$ cat src/rtl/rng_pkg.sv
package rng_pkg;
    localparam int WORD_W = 32;
    localparam int ADDR_W = 4;

    localparam logic [1:0] SEL_CTRL = 2'd0;
    localparam logic [1:0] SEL_STAT = 2'd1;
    localparam logic [1:0] SEL_ENT  = 2'd2;
    localparam logic [1:0] SEL_OUT  = 2'd3;

    localparam logic [WORD_W-1:0] TAP_MASK = 32'h8020_0003;

    typedef enum logic [1:0] {
        FILL_OFF,
        FILL_RUN,
        FILL_PAUSE,
        FILL_FULL
    } fill_state_e;

    function automatic logic [WORD_W-1:0] lfsr_step(input logic [WORD_W-1:0] s);
        return s[0] ? ((s >> 1) ^ TAP_MASK) : (s >> 1);
    endfunction
endpackage

$ cat src/rtl/rng_engine.sv
module rng_engine
    import rng_pkg::*;
#(
    parameter logic [WORD_W-1:0] SEED = 32'hB529_7A4D
) (
    input  logic              clk,
    input  logic              rst_n,
    input  logic              advance,
    input  logic              noise,
    input  logic              mix_en,
    input  logic [WORD_W-1:0] mix_val,
    output logic [WORD_W-1:0] state_o
);
    logic [WORD_W-1:0] st, nxt;

    always_comb begin
        nxt = st;
        if (advance) nxt = lfsr_step(st) ^ {{(WORD_W-1){1'b0}}, noise};
        if (mix_en)  nxt = nxt ^ mix_val;
        if (nxt == '0) nxt = SEED;
    end

    always_ff @(posedge clk or negedge rst_n) begin
        if (!rst_n) st <= SEED;
        else        st <= nxt;
    end

    assign state_o = st;
endmodule

$ cat src/rtl/rng_fill_fsm.sv
module rng_fill_fsm
    import rng_pkg::*;
#(
    parameter int LAT = 32
) (
    input  logic clk,
    input  logic rst_n,
    input  logic go,
    input  logic sleep,
    input  logic take,
    output logic load,
    output logic full
);
    localparam int CW = (LAT > 1) ? $clog2(LAT) : 1;
    localparam logic [CW-1:0] LAST = CW'(LAT - 1);

    fill_state_e state, state_n;
    logic [CW-1:0] cnt, cnt_n;

    always_comb begin
        state_n = state;
        cnt_n   = cnt;
        unique case (state)
            FILL_OFF: begin
                cnt_n = '0;
                if (go) state_n = FILL_RUN;
            end
            FILL_RUN: begin
                if (sleep) begin
                    state_n = FILL_PAUSE;
                end else if (cnt == LAST) begin
                    state_n = FILL_FULL;
                    cnt_n   = '0;
                end else begin
                    cnt_n = cnt + 1'b1;
                end
            end
            FILL_PAUSE: begin
                if (!sleep) state_n = FILL_RUN;
            end
            FILL_FULL: begin
                cnt_n = '0;
                if (take) state_n = sleep ? FILL_PAUSE : FILL_RUN;
            end
        endcase
    end

    always_ff @(posedge clk or negedge rst_n) begin
        if (!rst_n) begin
            state <= FILL_OFF;
            cnt   <= '0;
        end else begin
            state <= state_n;
            cnt   <= cnt_n;
        end
    end

    always_comb begin
        load = (state == FILL_RUN) && !sleep && (cnt == LAST);
        full = (state == FILL_FULL);
    end

    // a valid word stays until it is taken
    assert_full_holds_R11: assert property (@(posedge clk) disable iff (!rst_n)
        (full && !take) |=> full);
    // no progress while asleep in the paused state
    assert_pause_frozen_R11: assert property (@(posedge clk) disable iff (!rst_n)
        (state == FILL_PAUSE && sleep) |=> (state == FILL_PAUSE && $stable(cnt)));
    // nothing starts before go
    assert_off_until_go_R4: assert property (@(posedge clk) disable iff (!rst_n)
        (state == FILL_OFF && !go) |=> (state == FILL_OFF));
endmodule

$ cat src/rtl/rng_regif.sv
module rng_regif
    import rng_pkg::*;
#(
    parameter int REFILL_LAT = 32,
    parameter logic [WORD_W-1:0] SEED = 32'hB529_7A4D
) (
    input  logic              clk,
    input  logic              rst_n,
    input  logic              bus_sel,
    input  logic              bus_we,
    input  logic [ADDR_W-1:0] bus_addr,
    input  logic [WORD_W-1:0] bus_wdata,
    output logic [WORD_W-1:0] bus_rdata,
    input  logic              noise_in,
    input  logic              doze_in,
    output logic              err_irq
);
    localparam logic [7:0] HOLD_DEPTH = 8'd1;

    logic c_go, c_ha, c_mask, c_slp;
    logic f_secv, f_lrs, f_oru, f_erri;
    logic [WORD_W-1:0] out_word, eng_word;

    logic aligned, wr_ctrl, wr_ent, rd_stat, rd_out;
    logic sleeping, go_now, load, full, take, underflow;
    logic [1:0] reg_sel;

    assign reg_sel  = bus_addr[3:2];
    assign aligned  = (bus_addr[1:0] == 2'b00);
    assign wr_ctrl  = bus_sel &  bus_we & aligned & (reg_sel == SEL_CTRL);
    assign wr_ent   = bus_sel &  bus_we & aligned & (reg_sel == SEL_ENT);
    assign rd_stat  = bus_sel & !bus_we & aligned & (reg_sel == SEL_STAT);
    assign rd_out   = bus_sel & !bus_we & aligned & (reg_sel == SEL_OUT);

    assign sleeping  = c_slp | doze_in;
    assign go_now    = c_go | (wr_ctrl & bus_wdata[0]);
    assign take      = rd_out & full;
    assign underflow = rd_out & !full;

    rng_fill_fsm #(.LAT(REFILL_LAT)) u_fill (
        .clk   (clk),
        .rst_n (rst_n),
        .go    (go_now),
        .sleep (sleeping),
        .take  (take),
        .load  (load),
        .full  (full)
    );

    rng_engine #(.SEED(SEED)) u_engine (
        .clk     (clk),
        .rst_n   (rst_n),
        .advance (go_now & !sleeping),
        .noise   (noise_in),
        .mix_en  (wr_ent),
        .mix_val (bus_wdata),
        .state_o (eng_word)
    );

    always_ff @(posedge clk or negedge rst_n) begin
        if (!rst_n) begin
            c_go   <= 1'b0;
            c_ha   <= 1'b0;
            c_mask <= 1'b0;
            c_slp  <= 1'b0;
        end else if (wr_ctrl) begin
            c_go   <= c_go | bus_wdata[0];
            c_ha   <= c_ha | bus_wdata[1];
            c_mask <= bus_wdata[2];
            c_slp  <= bus_wdata[4];
        end
    end

    always_ff @(posedge clk or negedge rst_n) begin
        if (!rst_n) begin
            f_secv <= 1'b0;
            f_lrs  <= 1'b0;
            f_oru  <= 1'b0;
            f_erri <= 1'b0;
        end else begin
            if (underflow && c_ha) f_secv <= 1'b1;
            if (underflow) begin
                f_lrs <= 1'b1;
                f_oru <= 1'b1;
            end else if (rd_stat) begin
                f_lrs <= 1'b0;
                f_oru <= 1'b0;
            end
            if (underflow)                    f_erri <= 1'b1;
            else if (wr_ctrl && bus_wdata[3]) f_erri <= 1'b0;
        end
    end

    always_ff @(posedge clk or negedge rst_n) begin
        if (!rst_n)    out_word <= '0;
        else if (load) out_word <= eng_word;
        else if (take) out_word <= '0;
    end

    always_comb begin
        bus_rdata = '0;
        if (bus_sel && !bus_we && aligned) begin
            unique case (reg_sel)
                SEL_CTRL: bus_rdata = {27'd0, c_slp, 1'b0, c_mask, c_ha, c_go};
                SEL_STAT: bus_rdata = {8'd0, HOLD_DEPTH, 7'd0, full, 3'd0,
                                       sleeping, f_erri, f_oru, f_lrs, f_secv};
                SEL_ENT:  bus_rdata = '0;
                SEL_OUT:  bus_rdata = full ? out_word : '0;
            endcase
        end
    end

    assign err_irq = f_erri & ~c_mask;

    assert_go_sticky_R2: assert property (@(posedge clk) disable iff (!rst_n)
        c_go |=> c_go);
    assert_ha_sticky_R2: assert property (@(posedge clk) disable iff (!rst_n)
        c_ha |=> c_ha);
    assert_secv_sticky_R10: assert property (@(posedge clk) disable iff (!rst_n)
        f_secv |=> f_secv);
    assert_underflow_zero_R6: assert property (@(posedge clk) disable iff (!rst_n)
        underflow |-> (bus_rdata == '0));
    assert_underflow_flags_R6: assert property (@(posedge clk) disable iff (!rst_n)
        underflow |=> (f_lrs && f_oru && f_erri));
    assert_word_nonzero_R5: assert property (@(posedge clk) disable iff (!rst_n)
        take |-> (bus_rdata != '0));
endmodule

$ cat config.mk
export PLATFORM = sky130hd
export DESIGN_NAME = rng_regif
export DESIGN_NICKNAME = d
export VERILOG_FILES = /design/src/rtl/rng_pkg.sv /design/src/rtl/rng_engine.sv /design/src/rtl/rng_fill_fsm.sv /design/src/rtl/rng_regif.sv
export SDC_FILE = /design/constraint.sdc
export NUM_CORES = 1
export LEC_CHECK = 0
export ABC_AREA = 1
export BUFFER_PORTS_ARGS = -buffer_cell sky130_fd_sc_hd__buf_2
export CAP_MARGIN = 25
export CORE_ASPECT_RATIO = 1.2
export CORE_UTILIZATION = 25
export CTS_CLUSTER_SIZE = 20
export DETAILED_ROUTE_END_ITERATION = 10
export MAX_ROUTING_LAYER = met4
export PLACE_DENSITY = 0.48
export SYNTH_ARGS = -nofsm -noshare
export SYNTH_HDL_FRONTEND = slang
export SYNTH_SLANG_ARGS = --single-unit
export TNS_END_PERCENT = 5
$ cat constraint.sdc
create_clock -name clk -period 5.1 [get_ports clk]
set_input_delay 0.51 -clock clk [delete_from_list [all_inputs] [get_ports clk]]
set_output_delay 0.51 -clock clk [all_outputs]
set_load 0.02 [all_outputs]
# Word level (Yosys, flattened, before mapping)
# Cells that the tools add are included.
# totals
reg_bits	78
latch_bits	0
ramBits	0
rom_bits	0
out_inout_bits	33
elab_cells	88
mem_count	0
# op_classes
add_sub_neg	1
mul	0
n_div	0
magnitude_cmp	0
n_eq_ne	12
shift	0
n_mux	23
bitwise	21
n_reduce_logical	20
# ops
cell	count
32-bit 2-to-1 mux	8
32-bit one-hot mux with 4 select lines	1
32-bit zero test	1
32-bit by 1-bit bitwise XOR with 32-bit output	1
32-bit bitwise XOR	1
1-bit AND	13
2-bit 2-to-1 mux	6
5-bit 2-to-1 mux	2
5-bit one-hot mux with 2 select lines	1
2-bit equality test, second input constant	4
2-bit one-hot mux with 4 select lines	1
2-bit nonzero test	4
1-bit logical AND	6
2-bit zero test	3
2-bit != test, second input constant	3
5-bit by 1-bit adder with 5-bit output, second input constant	1
5-bit equality test, second input constant	1
2-bit by 1-bit equality test with 1-bit output, second input constant	2
1-bit 2-to-1 mux	4
3-bit inverter with 4-bit output	1
1-bit OR	4
4-bit AND reduction	1
1-bit zero test	3
3-bit by 2-bit != test with 1-bit output, second input constant	1
4 further kinds	4

# Depth between registers and ports, before layout
# Gate-level depths: netlist of the first run.
# depth
ltp_word	11
ltp_mapped	18
ltp_nobuf	16

# By module
# Synthesis of the first run repeated with hierarchy kept, for this count alone.
# unflattened
cells_unflattened	715
area_unflattened_um2	4760.8
# by_module_without_submodules
module	n_inst	cells_each	area_per_inst_um2	seq_area_each_um2
rng_engine	1	370	2224.6	822.0
rng_regif	1	274	2040.7	975.9
rng_fill_fsm	1	71	495.5	175.2

# Worst setup path after synthesis of the first run
# OpenSTA, ideal clock, no wires.
# synth_timing
path_type	flip-flop to output port
start	register u_fill.state[1]
end	output bus_rdata[16]
t_arrival_ps	1725
required_ps	4590
setup_slack_ps	2865
path_stages_with_launch	7
cell_sequence	dfrtp_1 > ha_1 > nand2_1 > nor2_1 > nand3_1 > clkbuf_1 > o21ai_0
# synth_between
elab_chain_cells	4
# synth_lines
element	line	text
start: declaration	rng_fill_fsm.sv:17	fill_state_e state, state_n;
start signal: assignment	rng_fill_fsm.sv:53	state <= state_n;
2-bit equality test	rng_fill_fsm.sv:60	full = (state == FILL_FULL);
32-bit 2-to-1 mux	rng_regif.sv:108	SEL_OUT: bus_rdata = full ? out_word : '0;
32-bit one-hot mux with 4 select lines	rng_regif.sv:103	unique case (reg_sel)
32-bit 2-to-1 mux	rng_regif.sv:102	if (bus_sel && !bus_we && aligned) begin
end: declaration	rng_regif.sv:13	output logic [WORD_W-1:0] bus_rdata,
# Every way passes these cells.

# Worst setup path after layout of the first run
# layout_timing
start	input bus_addr[1]
end	register u_engine.st[21], in the netlist u_engine.state_o[21]
# layout_between
elab_chain_cells	11
elab_cells_between_ends	12
cone_classes	mux (3); bitwise (7); reduce/logical (2)
# layout_lines
element	line	text
start: declaration	rng_regif.sv:11	input logic [ADDR_W-1:0] bus_addr,
2-bit zero test *	rng_regif.sv:29	assign aligned = (bus_addr[1:0] == 2'b00);
1-bit AND *	rng_regif.sv:30, rng_regif.sv:31	
1-bit AND	rng_regif.sv:30	assign wr_ctrl = bus_sel & bus_we & aligned & (reg_sel == SEL_CTRL);
1-bit AND	rng_regif.sv:36	assign go_now = c_go | (wr_ctrl & bus_wdata[0]);
1-bit OR	rng_regif.sv:36	
1-bit AND	rng_regif.sv:53	.advance (go_now & !sleeping),
32-bit 2-to-1 mux	rng_engine.sv:18	if (advance) nxt = lfsr_step(st) ^ {{(WORD_W-1){1'b0}}, noise};
32-bit bitwise XOR	rng_engine.sv:19	if (mix_en) nxt = nxt ^ mix_val;
32-bit 2-to-1 mux *	rng_engine.sv:19	
32-bit zero test	rng_engine.sv:20	if (nxt == '0) nxt = SEED;
32-bit 2-to-1 mux *	rng_engine.sv:20	
named net u_engine.nxt[21]	rng_engine.sv:14	logic [WORD_W-1:0] st, nxt;
end signal: assignment	rng_engine.sv:25	else st <= nxt;
end: declaration	rng_engine.sv:14	
# The timed path passes the listed nets; every way through them passes the cells marked *.
# A chain may end at the register's enable or synchronous reset.

==> metrics.cfg, run 1 <==
[power_and_ir_drop]
power.internal_uw = 1590
swShare_pct = 34.7
p_leak_uw = 0.00307
power_switching_uw = 846
irDropWorstVdd_mv = 0.155
combinationalPowerShare_pct = 31.0
p_seq_share_pct = 39.1
power_density_mw_per_mm2 = 449
power_frac_clock_pct = 29.9

[drt]
finalWirelength_um = 12400
ant_nets = 0
wire_per_inst_um = 13.4
drt_pre_antenna_iters = 4
drtIter0Drc = 195
drcViolationCount = 0
viasPerCell = 4.41
num_vias = 4090

[clock_network]
cts_setup_buffers = 0
cts_max_level = 3
clock_path_buffers = 2
tritoncts = done
numCtsBuffers = 9
clk_pin_slew_ns = 0.06
post_cts_resized = 0
cts_sinks = 78
insertion_delay_ns = 0.35
root_buffer = clkbuf_16
cts.hold.buffers_added = 0

[yosys]
yosysTopAreaCell = dfrtp_1
async_reset_ff_share_pct = 100
ys_seq_area_share_pct = 43.7
synth-seq-cells = 78
ys_types = 26
synth_flop_cell = dfrtp_1
synth.most_common_cell = nand2_1
synth_common_cells = nand2_1, inv_1, nand3_1
syn-instance-count = 636
synth_top_area_share_pct = 33.8
synth.avg_cell_area_um2 = 7.10
synthTopCellsByArea = dfrtp_1, nand2_1, dfstp_2
synth-edff-count = 0
synth_nets = 684
yosysWarnings = 0
syn_area_mm2 = 0.00452

[layout]
multiInputGateArea_mm2 = 0.00200
layout-drive-gt1-share_pct = 16.8
nNetsFinal = 750
antenna_cells = 0
finalInstanceArea_mm2 = 0.00543
fillers = 1949
instances_no_fill = 927
ff_latch_area_mm2 = 0.00197
finish.utilization_pct = 30.9
area_growth_pct = 20.1

[die]
die-area_mm2 = 0.0186
num_rows = 53
start_util_pct = 25.7
io_pins = 75
dieHeight_um = 149
die_w_um = 125
placeableCoreArea_mm2 = 0.0176

[worst_setup_path]
crit_type = input port to register
reg2reg_depth = 12
path_max_fanout = 41
regToRegStartpoint = c_slp
cp.arrival_ns = 3.32
critPathLaunchType = input port
end_kind = register
rrSetupSlack_ns = 2.33
crit_required_ns = 5.38
rr_endpoint = u_engine.state_o[21]

[timing]
finalSetupTns_ns = 0
period_minus_slack_ns = 3.04
slew_headroom_pct = 34.5
tightest_slew_ns = 0.981
period_share_pct = 59.6
hold_viol_final = 0
timing.fmax_ghz = 0.329
timing.hold.ws_ns = 0.0927
finClkSkew_ns = 0.00556
slew_viol_final = 0
rsz0062_at_grt = false
setup_violations = 0

[hold_path]
hold_path.class = input port to asynchronous set/reset pin

[placement]
portBuffers = 74
place_inst = 911
routabilityCongestion = 0.799
hpwl_um = 8840
placed_area_mm2 = 0.00509

[run_status]
status = completed

[global_routing]
grt_max_degree = 50
grt_use_total_pct = 14.4
grt_first_pass_wirelength_um = 20400
grt_pass1_vias = 3987
grt_antenna_before_repair = 0
grt_remaining_overflow = 0

[job]
drv_cap = 0

-- power by group through the flow --
stage | registers (uW) | logic (uW) | clock network, uW
final | 952 | 755 | 729
after global routing | 977 | 890 | 772
after CTS | 952 | 769 | 749
after detailed placement | 962 | 764 | 0
after global placement | 960 | 758 | 0
after floorplan | 934 | 588 | 0
-- how the worst max path moves through the flow --
stage	startpoint	end	cells after the start
after floorplan	u_fill.state[1]	bus_rdata[16]	6
after global placement	bus_addr[1]	u_engine.state_o[2]	15
after detailed placement	bus_addr[1]	u_engine.state_o[29]	15
after CTS	bus_addr[1]	u_engine.state_o[21]	15
after global routing	bus_addr[1]	u_engine.state_o[19]	15
final	bus_addr[1]	u_engine.state_o[21]	15
-- registers in the layout (all words and copies together), names as in the netlist --
| register | count |
|---|---|
| f_erri | 1 |
| c_slp | 1 |
| c_ha | 1 |
| c_go | 1 |
| out_word | 32 |
| u_engine.state_o | 32 |
| u_fill.cnt | 5 |
| f_secv | 1 |
| u_fill.state | 2 |
| c_mask | 1 |
| f_oru | 1 |
-- critical path, cell delays in order --
cell and delay [ns]:
buf_2 0.09, nor2_1 0.26, nand4_1 0.19, nand2_2 0.09, buf_4 0.39, nand2_2 0.56
nand2_1 0.25, nand3b_1 0.10, nand2_1 0.10, nand2_1 0.06, nor2_1 0.13, nand2_1 0.08
nor2_1 0.11, nand2_2 0.24, nand2_1 0.13
-- cell usage in the layout, fill, tap and decap left out, types with 2 or more instances in the layout --
cell type / Yosys / final
a211oi_1: 4 / 4
a21oi_1: 8 / 8
nand2_2: 3 / 3
buf_4: 0 / 6
o22ai_1: 30 / 30
o21ai_0: 11 / 11
ha_1: 6 / 6
dfstp_2: 17 / 17
nor2_1: 48 / 47
dfrtp_1: 61 / 61
nand4_1: 3 / 3
inv_1: 110 / 110
nand3b_1: 25 / 25
mux2_2: 2 / 2
nand2_1: 209 / 209
bufinv_16: 0 / 2
nor3_1: 2 / 2
nand3_1: 64 / 64
clkbuf_8: 0 / 3
clkbuf_16: 0 / 9
xnor2_1: 2 / 2
buf_2: 12 / 73
-- cells by family (layout without fill, tap and decap cells) --
group / after synthesis / in the layout / synth area share (%)
muxes: 2 / 2 / 0.498
AOI/OAI and AO/OA: 57 / 57 / 7.64
and+or+nand+nor: 355 / 355 / 33.9
DFF: 78 / 78 / 43.7
buffers and inverters: 135 / 206 / 12.0
xor gates and xnor gates: 3 / 3 / 0.582
adders and majority gates: 6 / 6 / 1.66
-- cell type report --
class	count	share of cell area (%)
multi-input combinational	423	36.9
sequential	78	36.4
timing repair buffer	80	7.84
inverter	110	7.61
tap	220	5.07
clock buffer	13	4.98
clock inverter	3	1.20
-- metal layers --
metal	share of wire, %	track usage [%]	vias to the layer above
met5	0	-	-
met4	1.8	6.14	0
met3	3.6	2.01	14
met2	47	23.5	62
met1	48	17.8	1887
li1	-	-	2127
-- through the flow --
stage / total power, uW / setup slack [ns]
2_1_floorplan: 1520 / 2.87
3_3_place_gp: 1720 / 1.75
3_5_place_dp: 1730 / 1.69
4_1_cts: 2470 / 2.06
5_1_grt: 2640 / 1.69
6_report: 2440 / 2.06
No activity file was read; power rests on OpenSTA's default activity.
==> run 2, diff against run 1 <==
PLACE_DENSITY = 0.49   (was 0.48)
clock period = 2.7 ns   (was 5.1 ns; I/O delays follow)
==> metrics.cfg, run 2 (synthesis results as in run 1) <==
[timing]
setup_violations = 0
finClkSkew_ns = 0.00750
tightest_slew_ns = 0.457
hold_viol_final = 0
rsz0062_at_grt = false
finalSetupTns_ns = 0
slew_headroom_pct = 69.5
slew_viol_final = 0
period_share_pct = 87.8
worst_slack_ns = 0.328
period_minus_slack_ns = 2.37
timing.fmax_ghz = 0.422

[global_routing]
grt_remaining_overflow = 0
grt_pass1_vias = 4066
grt_max_degree = 74
grt_antenna_before_repair = 0
grt_use_total_pct = 14.8
grt_first_pass_wirelength_um = 21100

[layout]
final_cell_mix = nand2_1, inv_1, buf_2, nand3_1, dfrtp_1
layout_commonest_cell = nand2_1
fillers = 1923
area_growth_pct = 20.8
finish.utilization_pct = 31.1
layout-drive-gt1-share_pct = 17.3
antenna_cells = 0
ff_latch_area_mm2 = 0.00197
nNetsFinal = 759
instances_no_fill = 936
multiInputGateArea_mm2 = 0.00200

[die]
io_pins = 75
dieHeight_um = 149
die-area_mm2 = 0.0186
num_rows = 53
die_w_um = 125
start_util_pct = 25.7
placeableCoreArea_mm2 = 0.0176

[clock_network]
insertion_delay_ns = 0.34
clock_path_buffers = 2
post_cts_resized = 0
root_buffer = clkbuf_16
clk_pin_slew_ns = 0.06
tritoncts = done
numCtsBuffers = 9
cts_sinks = 78
cts_max_level = 3

[drt]
wire_per_inst_um = 13.6
viasPerCell = 4.42
drt_pre_antenna_iters = 4
finalWirelength_um = 12700
wl_met1_um = 6120
drcViolationCount = 0
num_vias = 4139
ant_nets = 0
drtIter0Drc = 145
wl_met2_um = 6010
top_layer_used = met4
dr_wl_met3_um = 400

[placement]
dp_slack_ns = 0.198
place_inst = 918
routabilityCongestion = 0.770
portBuffers = 74
hpwl_um = 8960

[power_and_ir_drop]
p_leak_uw = 0.00309
total_power_uw = 4390
power_density_mw_per_mm2 = 804
irDropWorstVdd_mv = 0.297

[job]
drv_cap = 0

[worst_setup_path]
crit_type = register to output pin
path_max_fanout = 32
cp_top_family = simple AND/OR/NAND/NOR gates
critPathLaunchType = register
crit_chain = ha_1 > nand2_1 > nor2_1 > nand3_1 > buf_4 > o22ai_1 > buf_2
worst-path-buf-inv = 2
crit_path_top_delay_cell = dfrtp_1
end_kind = output pin
crit_required_ns = 2.43
critPathMaxStageDelay_ns = 0.39
cp.arrival_ns = 2.10

[run_status]
status = completed

[hold_path]
hold_path.class = input port to register

[run 2: routing by layer]
| layer | track usage [%] | up-vias |
|---|---|---|
| met5 | - | - |
| met1 | 18.6 | 1921 |
| met2 | 23.7 | 65 |
| li1 | - | 2142 |
| met4 | 5.42 | 0 |
| met3 | 2.87 | 11 |
[run 2: final timing paths]
kind,start,cells after the start,end,slack [ns]
worst max-delay path,u_fill.state[1],7,bus_rdata[3],0.33
worst min-delay path,bus_wdata[4],2,c_slp,0.18
worst max register to register,c_slp,13,u_engine.state_o[24],0.51
worst min register to register,u_fill.cnt[4],2,u_fill.cnt[4],0.48
max in group asynchronous,rst_n,4,u_engine.state_o[24],1.53
min in group asynchronous,rst_n,2,out_word[15],0.38
[run 2: where the power goes]
group | internal (uW) | switching [uW]
registers | 1640 | 158
logic | 497 | 947
clock network | 674 | 476
total | 2810 | 1580
[run 2: stage by stage]
stage | hold WS (ns) | instance area (um2)
after floorplan | -0.0256 | 4520
after global placement | 0.457 | 5150
after detailed placement | 0.467 | 5150
after CTS | 0.134 | 5420
after global routing | 0.192 | 5460
final | 0.181 | 5460
[run 2: final cells by class]
class                           instances  share of cell area, %
Tap cell                              220                   5.04
Clock buffer                           15                   4.91
Timing Repair Buffer                   89                   9.54
Multi-Input combinational cell        423                   36.7
Inverter                              110                   7.57
Clock inverter                          1                 0.0917
Sequential cell                        78                   36.2
[run 2: timing repair]
item	CTS	global route
endpoints found under the hold margin	0	24
hold buffers	0	1
buffers inserted	0	0
